===== src/rtl/supv_pkg.sv =====
package supv_pkg;

    typedef enum logic {
        POL_POS = 1'b0,
        POL_NEG = 1'b1
    } pol_e;

    typedef enum logic [1:0] {
        TM_INTERNAL   = 2'b00,
        TM_EXTERNAL   = 2'b01,
        TM_BYPASS     = 2'b10,
        TM_BYPASS_ALT = 2'b11
    } tmode_e;

    typedef struct packed {
        pol_e ch1;
        pol_e ch0;
    } pol_pair_t;

    typedef struct packed {
        pol_pair_t pol;
        tmode_e    mode;
    } cfg_t;

    // Three-valued selector: low -> both positive, high -> ch0 pos / ch1 neg,
    // open (either remaining code) -> both negative.
    function automatic pol_pair_t decode_sel(input logic [1:0] s);
        pol_pair_t p;
        case (s)
            2'b00:   begin p.ch0 = POL_POS; p.ch1 = POL_POS; end
            2'b01:   begin p.ch0 = POL_POS; p.ch1 = POL_NEG; end
            default: begin p.ch0 = POL_NEG; p.ch1 = POL_NEG; end
        endcase
        return p;
    endfunction

    // Raw comparison. The margin only applies on the bad-to-good direction.
    function automatic logic cmp_good(input int unsigned code,
                                      input pol_e        pol,
                                      input logic        was_good,
                                      input logic        hyst_on,
                                      input int unsigned thr,
                                      input int unsigned hy);
        int unsigned margin;
        margin = (hyst_on && !was_good) ? hy : 0;
        if (pol == POL_POS) return code > thr + margin;
        else                return code + margin < thr;
    endfunction

    function automatic longint unsigned us_to_cycles(input longint unsigned clk_hz,
                                                     input longint unsigned us);
        return (clk_hz * us) / 64'd1_000_000;
    endfunction

    function automatic longint unsigned at_least_one(input longint unsigned v);
        return (v == 0) ? 64'd1 : v;
    endfunction

endpackage


===== src/rtl/supv_chan_filter.sv =====
module supv_chan_filter
    import supv_pkg::*;
#(
    parameter int              CODE_W   = 12,
    parameter int unsigned     THRESH   = 500,
    parameter int unsigned     HYST     = 3,
    parameter longint unsigned FILT_CYC = 150
) (
    input  logic              clk_i,
    input  logic              rst_i,
    input  logic              en_i,
    input  logic [CODE_W-1:0] code_i,
    input  pol_e              pol_i,
    input  logic              hyst_on_i,
    output logic              good_o
);
    localparam int CW = $clog2(FILT_CYC + 1);

    logic [CW-1:0] run_q;
    logic          raw;

    always_comb begin
        raw = cmp_good(32'(code_i), pol_i, good_o, hyst_on_i, THRESH, HYST);
    end

    // Saturating agreement counter: validity flips after FILT_CYC
    // consecutive disagreeing samples, in either direction.
    always_ff @(posedge clk_i) begin
        if (rst_i || !en_i) begin
            good_o <= 1'b0;
            run_q  <= '0;
        end else if (raw == good_o) begin
            run_q  <= '0;
        end else if (run_q == CW'(FILT_CYC - 1)) begin
            good_o <= raw;
            run_q  <= '0;
        end else begin
            run_q  <= run_q + 1'b1;
        end
    end

endmodule


===== src/rtl/supv_reset_timer.sv =====
module supv_reset_timer
    import supv_pkg::*;
#(
    parameter int              CNT_W    = 30,
    parameter int              SET_W    = 16,
    parameter longint unsigned INT_CYC  = 200000,
    parameter longint unsigned UNIT_CYC = 9000,
    parameter longint unsigned MIN_CYC  = 400
) (
    input  logic             clk_i,
    input  logic             rst_i,
    input  logic             all_ok_i,
    input  tmode_e           mode_i,
    input  logic [SET_W-1:0] ext_set_i,
    output logic             rst_n_o
);
    logic [CNT_W-1:0] cnt_q;
    logic [CNT_W-1:0] tgt_q;
    logic             run_q;
    logic [CNT_W-1:0] ext_p;
    logic [CNT_W-1:0] p_now;
    logic [CNT_W-1:0] eff_tgt;
    logic             bypass;

    always_comb begin
        bypass = (mode_i == TM_BYPASS) || (mode_i == TM_BYPASS_ALT);
        ext_p  = CNT_W'(ext_set_i) * CNT_W'(UNIT_CYC);
        if (ext_p < CNT_W'(MIN_CYC)) ext_p = CNT_W'(MIN_CYC);
        p_now   = (mode_i == TM_EXTERNAL) ? ext_p : CNT_W'(INT_CYC);
        eff_tgt = run_q ? tgt_q : p_now;
    end

    always_ff @(posedge clk_i) begin
        if (rst_i) begin
            cnt_q   <= '0;
            tgt_q   <= '0;
            run_q   <= 1'b0;
            rst_n_o <= 1'b0;
        end else if (bypass) begin
            cnt_q   <= '0;
            run_q   <= 1'b0;
            rst_n_o <= all_ok_i;
        end else if (!all_ok_i) begin
            cnt_q   <= '0;
            run_q   <= 1'b0;
            rst_n_o <= 1'b0;
        end else if (!rst_n_o) begin
            if (cnt_q + 1'b1 >= eff_tgt) begin
                rst_n_o <= 1'b1;
                run_q   <= 1'b0;
                cnt_q   <= '0;
            end else begin
                cnt_q <= cnt_q + 1'b1;
                run_q <= 1'b1;
                if (!run_q) tgt_q <= p_now;
            end
        end
    end

endmodule


===== src/rtl/supv_reset_ctrl.sv =====
module supv_reset_ctrl
    import supv_pkg::*;
#(
    parameter longint unsigned CLK_HZ  = 1_000_000,
    parameter int              CODE_W  = 12,
    parameter int unsigned     THRESH  = 500,
    parameter int unsigned     HYST    = 3,
    parameter longint unsigned FILT_US = 150,
    parameter longint unsigned INT_MS  = 200,
    parameter longint unsigned UNIT_US = 9000,
    parameter longint unsigned MIN_US  = 400,
    parameter int              SET_W   = 16
) (
    input  logic                   clk_i,
    input  logic                   rst_i,
    input  logic                   supply_ok_i,
    input  logic [1:0][CODE_W-1:0] code_i,
    input  logic [1:0]             sel_i,
    input  logic [1:0]             tmode_i,
    input  logic [SET_W-1:0]       ext_period_i,
    output logic [1:0]             ch_ok_o,
    output logic                   rst_n_o
);
    localparam int              NCH      = 2;
    localparam longint unsigned FILT_CYC = at_least_one(us_to_cycles(CLK_HZ, FILT_US));
    localparam longint unsigned INT_CYC  = at_least_one(us_to_cycles(CLK_HZ, INT_MS * 1000));
    localparam longint unsigned UNIT_CYC = at_least_one(us_to_cycles(CLK_HZ, UNIT_US));
    localparam longint unsigned MIN_CYC  = at_least_one(us_to_cycles(CLK_HZ, MIN_US));
    localparam longint unsigned EXT_MAX  = ((64'd1 << SET_W) - 1) * UNIT_CYC;
    localparam longint unsigned P_MAX0   = (INT_CYC > EXT_MAX) ? INT_CYC : EXT_MAX;
    localparam longint unsigned P_MAX    = (P_MAX0 > MIN_CYC) ? P_MAX0 : MIN_CYC;
    localparam int              CNT_W    = $clog2(P_MAX + 1);

    logic           armed_q;
    cfg_t           cfg_q;
    logic [NCH-1:0] good;
    pol_e           pol_vec [NCH];
    logic           hyst_on;
    logic           all_ok;
    logic [1:0]     pol_bits;

    // Configuration capture at the first sight of a good supply.
    always_ff @(posedge clk_i) begin
        if (rst_i) begin
            armed_q  <= 1'b0;
            cfg_q    <= '0;
        end else if (!armed_q && supply_ok_i) begin
            armed_q  <= 1'b1;
            cfg_q.pol  <= decode_sel(sel_i);
            cfg_q.mode <= tmode_e'(tmode_i);
        end
    end

    assign pol_vec[0] = cfg_q.pol.ch0;
    assign pol_vec[1] = cfg_q.pol.ch1;
    assign pol_bits   = {cfg_q.pol.ch1, cfg_q.pol.ch0};
    assign hyst_on    = armed_q &&
                        ((cfg_q.mode == TM_BYPASS) || (cfg_q.mode == TM_BYPASS_ALT));

    for (genvar g = 0; g < NCH; g++) begin : g_chan
        supv_chan_filter #(
            .CODE_W  (CODE_W),
            .THRESH  (THRESH),
            .HYST    (HYST),
            .FILT_CYC(FILT_CYC)
        ) u_filt (
            .clk_i    (clk_i),
            .rst_i    (rst_i),
            .en_i     (armed_q),
            .code_i   (code_i[g]),
            .pol_i    (pol_vec[g]),
            .hyst_on_i(hyst_on),
            .good_o   (good[g])
        );
    end

    assign all_ok  = armed_q && supply_ok_i && (&good);
    assign ch_ok_o = good & {NCH{armed_q}};

    supv_reset_timer #(
        .CNT_W   (CNT_W),
        .SET_W   (SET_W),
        .INT_CYC (INT_CYC),
        .UNIT_CYC(UNIT_CYC),
        .MIN_CYC (MIN_CYC)
    ) u_timer (
        .clk_i    (clk_i),
        .rst_i    (rst_i),
        .all_ok_i (all_ok),
        .mode_i   (cfg_q.mode),
        .ext_set_i(ext_period_i),
        .rst_n_o  (rst_n_o)
    );

endmodule


===== config.mk =====
export PLATFORM = sky130hd
export DESIGN_NAME = supv_reset_ctrl
export DESIGN_NICKNAME = d
export VERILOG_FILES = /design/src/rtl/supv_pkg.sv /design/src/rtl/supv_chan_filter.sv /design/src/rtl/supv_reset_timer.sv /design/src/rtl/supv_reset_ctrl.sv
export SDC_FILE = /design/constraint.sdc
export NUM_CORES = 1
export LEC_CHECK = 0
export BUFFER_PORTS_ARGS = -buffer_cell sky130_fd_sc_hd__buf_4
export CORE_MARGIN = 3
export CORE_UTILIZATION = 35
export CTS_BUF_LIST = sky130_fd_sc_hd__clkbuf_4
export DETAILED_ROUTE_END_ITERATION = 8
export PLACE_DENSITY = 0.58
export SLEW_MARGIN = 20
export SYNTH_ARGS = -nofsm -noshare
export SYNTH_HDL_FRONTEND = slang
export SYNTH_SLANG_ARGS = --single-unit
export TNS_END_PERCENT = 30

===== constraint.sdc =====
create_clock -name clk_i -period 8.15 [get_ports clk_i]
set_input_delay 0.815 -clock clk_i [delete_from_list [all_inputs] [get_ports clk_i]]
set_output_delay 0.815 -clock clk_i [all_outputs]
set_load 0.01 [all_outputs]

==> results of run 1 <==
==> Yosys cell counts (2+ instances only) <==
master	n	area, um2
sky130_fd_sc_hd__ha_1	141	1760
sky130_fd_sc_hd__nor2_1	99	372
sky130_fd_sc_hd__inv_1	91	342
sky130_fd_sc_hd__dfxtp_1	85	1700
sky130_fd_sc_hd__nand2_1	73	274
sky130_fd_sc_hd__a21oi_1	60	300
sky130_fd_sc_hd__a22oi_1	33	248
sky130_fd_sc_hd__fa_1	33	661
sky130_fd_sc_hd__o21ai_0	29	145
sky130_fd_sc_hd__xnor2_1	29	254
sky130_fd_sc_hd__nand3_1	28	140
sky130_fd_sc_hd__clkbuf_1	24	90.1
sky130_fd_sc_hd__nand4_1	22	138
sky130_fd_sc_hd__and2_1	18	113
sky130_fd_sc_hd__xor2_1	18	158
sky130_fd_sc_hd__and3_1	17	106
sky130_fd_sc_hd__a21o_1	14	105
sky130_fd_sc_hd__or2_2	12	75.1
sky130_fd_sc_hd__nor3_1	11	55.1
sky130_fd_sc_hd__a211oi_1	10	75.1
sky130_fd_sc_hd__nand2b_1	9	56.3
sky130_fd_sc_hd__a22o_1	8	70.1
sky130_fd_sc_hd__o21a_1	7	52.6
sky130_fd_sc_hd__o22ai_1	7	43.8
sky130_fd_sc_hd__or3_1	7	43.8
sky130_fd_sc_hd__a31oi_1	6	37.5
sky130_fd_sc_hd__mux2i_1	6	60.1
sky130_fd_sc_hd__nor2b_1	6	37.5
sky130_fd_sc_hd__nor4_1	6	37.5
sky130_fd_sc_hd__a311oi_1	5	43.8
sky130_fd_sc_hd__buf_2	5	25.0
sky130_fd_sc_hd__buf_1	4	15.0
sky130_fd_sc_hd__o211ai_1	4	30.0
sky130_fd_sc_hd__o21bai_1	4	30.0
sky130_fd_sc_hd__o31ai_1	4	30.0
sky130_fd_sc_hd__a2111oi_0	3	26.3
sky130_fd_sc_hd__a211o_1	3	26.3
sky130_fd_sc_hd__o31a_1	3	26.3
sky130_fd_sc_hd__a211oi_2	2	25.0
sky130_fd_sc_hd__a2bb2oi_1	2	17.5
sky130_fd_sc_hd__a32oi_1	2	17.5
sky130_fd_sc_hd__and4_1	2	17.5
sky130_fd_sc_hd__o21ai_1	2	10.0
sky130_fd_sc_hd__o311a_1	2	20.0
sky130_fd_sc_hd__or4_1	2	15.0
==> cell families after synthesis <==
kind of cell | synth area share, %
buffers and inverters | 5.93
XOR/XNOR | 5.06
AND/OR/NAND/NOR | 18.9
AO/OA/AOI/OAI | 18.5
multiplexers | 0.876
adder cells (fa/ha/maj) | 29.8
flip-flops | 20.9
==> cell usage in the layout (no fill, tap or decap), drive strengths merged, types with 6 or more instances in the layout <==
master  Yosys  final
nand3      28     28
a31oi       6      6
a21oi      60     60
nand2b      9      9
dfxtp      85     85
nor2       99     99
and2       19     19
a22o        8      8
buf        10     64
clkbuf     24     10
or2        12     12
nor2b       6      6
o22ai       7      7
and3       17     17
xnor2      29     29
fa         33     33
nand4      22     22
nor3       11     11
mux2i       6      6
a211oi     12     12
nor4        7      7
ha        141    141
a22oi      33     33
nand2      73     73
o21ai      31     31
a21o       14     14
o21a        7      7
inv        91     91
xor2       18     18
or3         8      8
==> per-layer routing <==
metal / routed length, um / track usage [%]
met1: 9420 / 21.4
met2: 8670 / 25.9
met3: 747 / 3.18
met4: 290 / 3.36
met5: 0 / 0
==> per-stage QoR <==
| stage | hold WS, ps | cells | setup WS, ps |
|---|---|---|---|
| after CTS | 461 | 1334 | 409 |
| after global placement | 434 | 1318 | 12.1 |
| final | 460 | 1337 | 536 |
| after floorplan | 421 | 977 | 488 |
| after global routing | 492 | 1337 | 22.4 |
| after detailed placement | 438 | 1318 | -36.3 |
==> registers in the layout, indices dropped and copies added, names as in the netlist <==
signal,count
u_timer.cnt_q,30
u_timer.tgt_q,30
g_chan.u_filt.run_q,16
cfg_q,4
g_chan.u_filt.good_o,2
armed_q,1
u_timer.rst_n_o,1
u_timer.run_q,1
==> final cells by class <==
| cell class | instances | area [um2] |
|---|---|---|
| Antenna cell | 1 | 2.50 |
| Clock buffer | 10 | 75.1 |
| Clock inverter | 6 | 63.8 |
| Fill cell | 2351 | 13700 |
| Inverter | 92 | 345 |
| Multi-Input combinational cell | 766 | 5990 |
| Sequential cell | 85 | 1700 |
| Tap cell | 313 | 392 |
| Timing Repair Buffer | 64 | 493 |
==> worst paths after layout <==
kind | from | endpoint | cells past startpoint | slack [ps]
setup / recovery | ext_period_i[5] | u_timer.tgt_q[15] | 31 | 540
hold reg to reg | u_timer.tgt_q[7] | u_timer.tgt_q[7] | 2 | 460
setup reg to reg | u_timer.cnt_q[2] | u_timer.tgt_q[5] | 17 | 3500
hold / removal | u_timer.tgt_q[7] | u_timer.tgt_q[7] | 2 | 460
==> power by group through the flow <==
stage	sequential [mW]	combinational, mW	clock (mW)
2_1_floorplan	0.429	0.941	0
3_3_place_gp	0.429	1.25	0
3_5_place_dp	0.429	1.26	0
4_1_cts	0.420	1.27	0.259
5_1_grt	0.421	1.45	0.285
6_report	0.420	1.28	0.249
==> what timing repair did <==
action	4_1_cts	5_1_grt
buffers inserted	0	2
resized for setup	0	7
endpoints found under the setup margin	0	22
==> tightest hold or removal path: cells and delay by family (launching register included) <==
family | cells | cell delay (ps)
compound gates | 1 | 50
flops | 1 | 330
simple gates | 1 | 50
==> results.json, run 1 <==
{
  "post-route-drc-count": 0,
  "synth_top_flop_cell": "sky130_fd_sc_hd__dfxtp_1",
  "postCtsHoldBufs": 0,
  "drt-vias-per-instance": 5.15,
  "tritoncts": "done",
  "floorplan.die_area_um2": 25100,
  "cts_max_path_buffers": 2,
  "final_worst_path_cycle_share_pct": 93.4,
  "hold_class": "reg2reg",
  "htreeDepth": 3,
  "finalSetupViolations": 0,
  "timing.fmax_mhz": 131,
  "slowest_delay_ps": 530,
  "power_report.internal_total_mw": 1.01,
  "total_negative_slack_ps": 0,
  "p_sw_share_pct": 48.2,
  "start_kind": "input pin",
  "netlist_area_um2": 8140,
  "p_sw_mw": 0.938,
  "power_leakage_nw": 4.04,
  "clock_insertion_delay_worst_skew_ps": 460,
  "groute.usage.overall_pct": 15.7,
  "gpl.final_weighted_congestion": 0.831,
  "totalPowerFinal_mw": 1.94,
  "status": "complete, no violations",
  "crit_path_end_kind": "flip-flop",
  "first_global_vias": 6704,
  "drive_gt1_share_pct": 10.5,
  "report.final.hold_viol_count": 0,
  "slew_viol_final": 0,
  "layout.core_utilization_pct": 39.8,
  "slew_headroom_pct": 49.5,
  "placeable_core_area_um2": 22800,
  "iteration_count_of_the_initial_detailed_routing_pass": 5,
  "pin_count": 50,
  "pwr-share-clk_pct": 12.8,
  "number_of_buffers_created_by_cts": 9,
  "critical_path_class": "in2reg",
  "fin_nets": 1239,
  "detailroute.via_count": 6881,
  "cp.arrival_ps": 7980,
  "synth-edff-count": 0,
  "postSynthCellCount": 977,
  "fin_crit_ps": 7610,
  "die_height_um": 158,
  "syn_to_final_growth_pct": 11.3,
  "finalInstanceArea_um2": 9060,
  "worst-path-max-fanout": 7,
  "cp_max_delay_cell": "sky130_fd_sc_hd__fa_1",
  "port-buffer-count": 49,
  "postSynthRegisterBits": 85,
  "cts.reportedPaths.clkPinSlew_ps": 130,
  "syn-num-nets": 1198,
  "synth_area_per_cell_um2": 8.33,
  "ys_warn_count": 0,
  "seq_area_frac_synth_pct": 20.9,
  "postPlaceCellArea_um2": 8870,
  "drt.antenna.violating_nets": 0,
  "seqPwrFrac_pct": 21.6,
  "initial_utilization_pct": 35.7,
  "synthDistinctLibCells": 64,
  "drt-initial-drc-count": 438,
  "power.share.combinational_pct": 65.6,
  "worst_ep_required_time_ps": 8520,
  "synthArstFlopShare_pct": 0,
  "tritoncts_num_sinks": 85,
  "pwr_density_nw_per_um2": 215,
  "routedWlPerCell_um": 14.3,
  "skew_ps": 15.9,
  "rows": 55,
  "wire_length_of_the_first_global_routing_pass_um": 32300,
  "root_buffer": "sky130_fd_sc_hd__clkbuf_4",
  "number_of_violations_of_the_max_capacitance_limit": 0,
  "critPathTopFamily": "adder cells",
  "number_of_antenna_violations_at_the_first_check_in_global_routing": 1,
  "power.ir.vdd_worst_mv": 0.105,
  "rsz0062_at_grt": "false",
  "tightestPinTransition_ps": 751,
  "route.final.wire_length_um": 19100,
  "grt_max_degree": 37,
  "place_hpwl_um": 15300,
  "crit_buf_inv": 6,
  "fp.dieW_um": 158,
  "grt_overflow_total": 0
}
Power figures use the tool's default switching activity.
==> inputs of run 2 (changes only) <==
--- a/config.mk
+++ b/config.mk
@@ -7,10 +7,11 @@
 export LEC_CHECK = 0
 export BUFFER_PORTS_ARGS = -buffer_cell sky130_fd_sc_hd__buf_4
 export CORE_MARGIN = 3
-export CORE_UTILIZATION = 35
+export CORE_UTILIZATION = 55
 export CTS_BUF_LIST = sky130_fd_sc_hd__clkbuf_4
 export DETAILED_ROUTE_END_ITERATION = 8
-export PLACE_DENSITY = 0.58
+export PLACE_DENSITY = 0.81
+export RECOVER_POWER = 25
 export SLEW_MARGIN = 20
 export SYNTH_ARGS = -nofsm -noshare
 export SYNTH_HDL_FRONTEND = slang
==> results.json, run 2 (same netlist as run 1, synthesis figures left out) <==
{
  "syn_to_final_growth_pct": 8.43,
  "iteration_count_of_the_initial_detailed_routing_pass": 5,
  "tightestPinTransition_ps": 1440,
  "postPlaceCellArea_um2": 8690,
  "hold_path_startpoint": "u_timer.tgt_q[7]",
  "multi_input_area_um2": 5960,
  "slew_headroom_pct": 3.77,
  "crit_path_start": "ext_period_i[5]",
  "number_of_antenna_violations_at_the_first_check_in_global_routing": 0,
  "final_cell_mix": "sky130_fd_sc_hd__ha_1, sky130_fd_sc_hd__nor2_1, sky130_fd_sc_hd__inv_1, sky130_fd_sc_hd__dfxtp_1, sky130_fd_sc_hd__nand2_1",
  "crit_path_end_kind": "flip-flop",
  "initial_utilization_pct": 57.5,
  "port-buffer-count": 49,
  "die_height_um": 128,
  "power_leakage_nw": 4.00,
  "start_kind": "input pin",
  "routedWlPerCell_um": 15.0,
  "placeable_core_area_um2": 14100,
  "rows": 43,
  "detailroute.via_count": 6942,
  "mostFrequentLayoutCell": "sky130_fd_sc_hd__ha_1",
  "grt_max_degree": 37,
  "finalInstanceArea_um2": 8820,
  "fin_crit_ps": 7730,
  "rsz0062_at_grt": "false",
  "tritoncts_num_sinks": 85,
  "tritoncts": "done",
  "cp.arrival_ps": 8060,
  "place_hpwl_um": 14400,
  "cts.reportedPaths.clkPinSlew_ps": 150,
  "hold_class": "reg2reg",
  "finalSetupViolations": 0,
  "gpl.final_weighted_congestion": 0.923,
  "post-route-drc-count": 0,
  "total_negative_slack_ps": 0,
  "root_buffer": "sky130_fd_sc_hd__clkbuf_4",
  "clock_insertion_delay_worst_skew_ps": 470,
  "groute.usage.overall_pct": 22.1,
  "timing.fmax_mhz": 129,
  "slowest_delay_ps": 530,
  "wire_length_of_the_first_global_routing_pass_um": 30200,
  "report.final.hold_viol_count": 0,
  "antenna-diode-count": 0,
  "fp.dieW_um": 128,
  "route.final.wire_length_um": 18000,
  "drt-vias-per-instance": 5.79,
  "final_worst_path_cycle_share_pct": 94.9,
  "first_global_vias": 6441,
  "crit-reg2reg-launch": "u_timer.cnt_q[2]",
  "post_cts.repair.setup_buffers": 0,
  "fillerInstances": 1223,
  "pwr_density_nw_per_um2": 216,
  "cts_max_path_buffers": 2,
  "status": "complete, no violations",
  "skew_ps": 18.9,
  "grt_overflow_total": 0,
  "drt-initial-drc-count": 604,
  "number_of_violations_of_the_max_capacitance_limit": 0,
  "floorplan.die_area_um2": 16300,
  "drt.antenna.violating_nets": 0,
  "fin_nets": 1235,
  "number_of_buffers_created_by_cts": 9,
  "htreeDepth": 3,
  "slew_viol_final": 0,
  "register_area_um2": 1700,
  "cp_max_delay_cell": "sky130_fd_sc_hd__fa_1",
  "pin_count": 50,
  "worst_ep_required_time_ps": 8470,
  "worst-path-max-fanout": 9,
  "power.ir.vdd_worst_mv": 0.127,
  "drive_gt1_share_pct": 9.42,
  "critical_path_class": "in2reg",
  "reg_top3": "u_timer.cnt_q (30), u_timer.tgt_q (30), g_chan.u_filt.run_q (16)"
}
run 2: repair_timing:
item,CTS,global route
hold endpoints to repair,0,0
hold buffers,0,0
resized for setup,0,1
setup endpoints to repair,0,3
run 2: cell type report:
type	instances	area share [%]
Tap cell	180	2.55
Multi-Input combinational cell	766	67.5
Sequential cell	85	19.3
Inverter	92	3.91
Clock buffer	9	0.766
Clock inverter	7	0.837
Timing Repair Buffer	60	5.12
run 2: path summary, 6_finish.rpt:
| kind | endpoint | slack, ps | cells past startpoint |
|---|---|---|---|
| setup / recovery | u_timer.tgt_q[29] | 420 | 31 |
| hold / removal | u_timer.tgt_q[7] | 460 | 2 |
| setup reg to reg | u_timer.tgt_q[29] | 3350 | 17 |
| hold reg to reg | u_timer.tgt_q[7] | 460 | 2 |
run 2: critical path, delay by kind of cell:
kind | cells | cell delay, ps
AND/OR/NAND/NOR | 7 | 1610
AO/OA/AOI/OAI | 10 | 2080
buffers and inverters | 6 | 510
XOR/XNOR | 1 | 230
adder cells (fa/ha/maj) | 7 | 2790
run 2: metal layers:
metal | GRT usage, % | share of wire [%] | up-vias
met5 | 0 | 0 | -
met4 | 4.43 | 1.3 | 0
met3 | 3.68 | 4.9 | 23
met2 | 35.7 | 45 | 156
met1 | 31.4 | 49 | 3229
li1 | - | - | 3534
run 2: report_power, final:
group          internal [mW]  total [mW]  switching (mW)
sequential             0.418       0.421         0.00241
clock                 0.0743       0.245           0.170
combinational          0.475        1.24           0.767
total                  0.967        1.91           0.940
run 2: per-stage QoR:
stage	total power, mW	setup WS [ps]	std cells	utilization, %	hold slack (ps)
final	1.91	418	1199	62.4	465
after global routing	2.09	13.6	1199	62.4	481
after CTS	1.90	563	1199	62.4	463
after detailed placement	1.65	90.8	1183	61.4	439
after global placement	1.63	139	1183	61.4	435
after floorplan	1.37	488	977	-	421
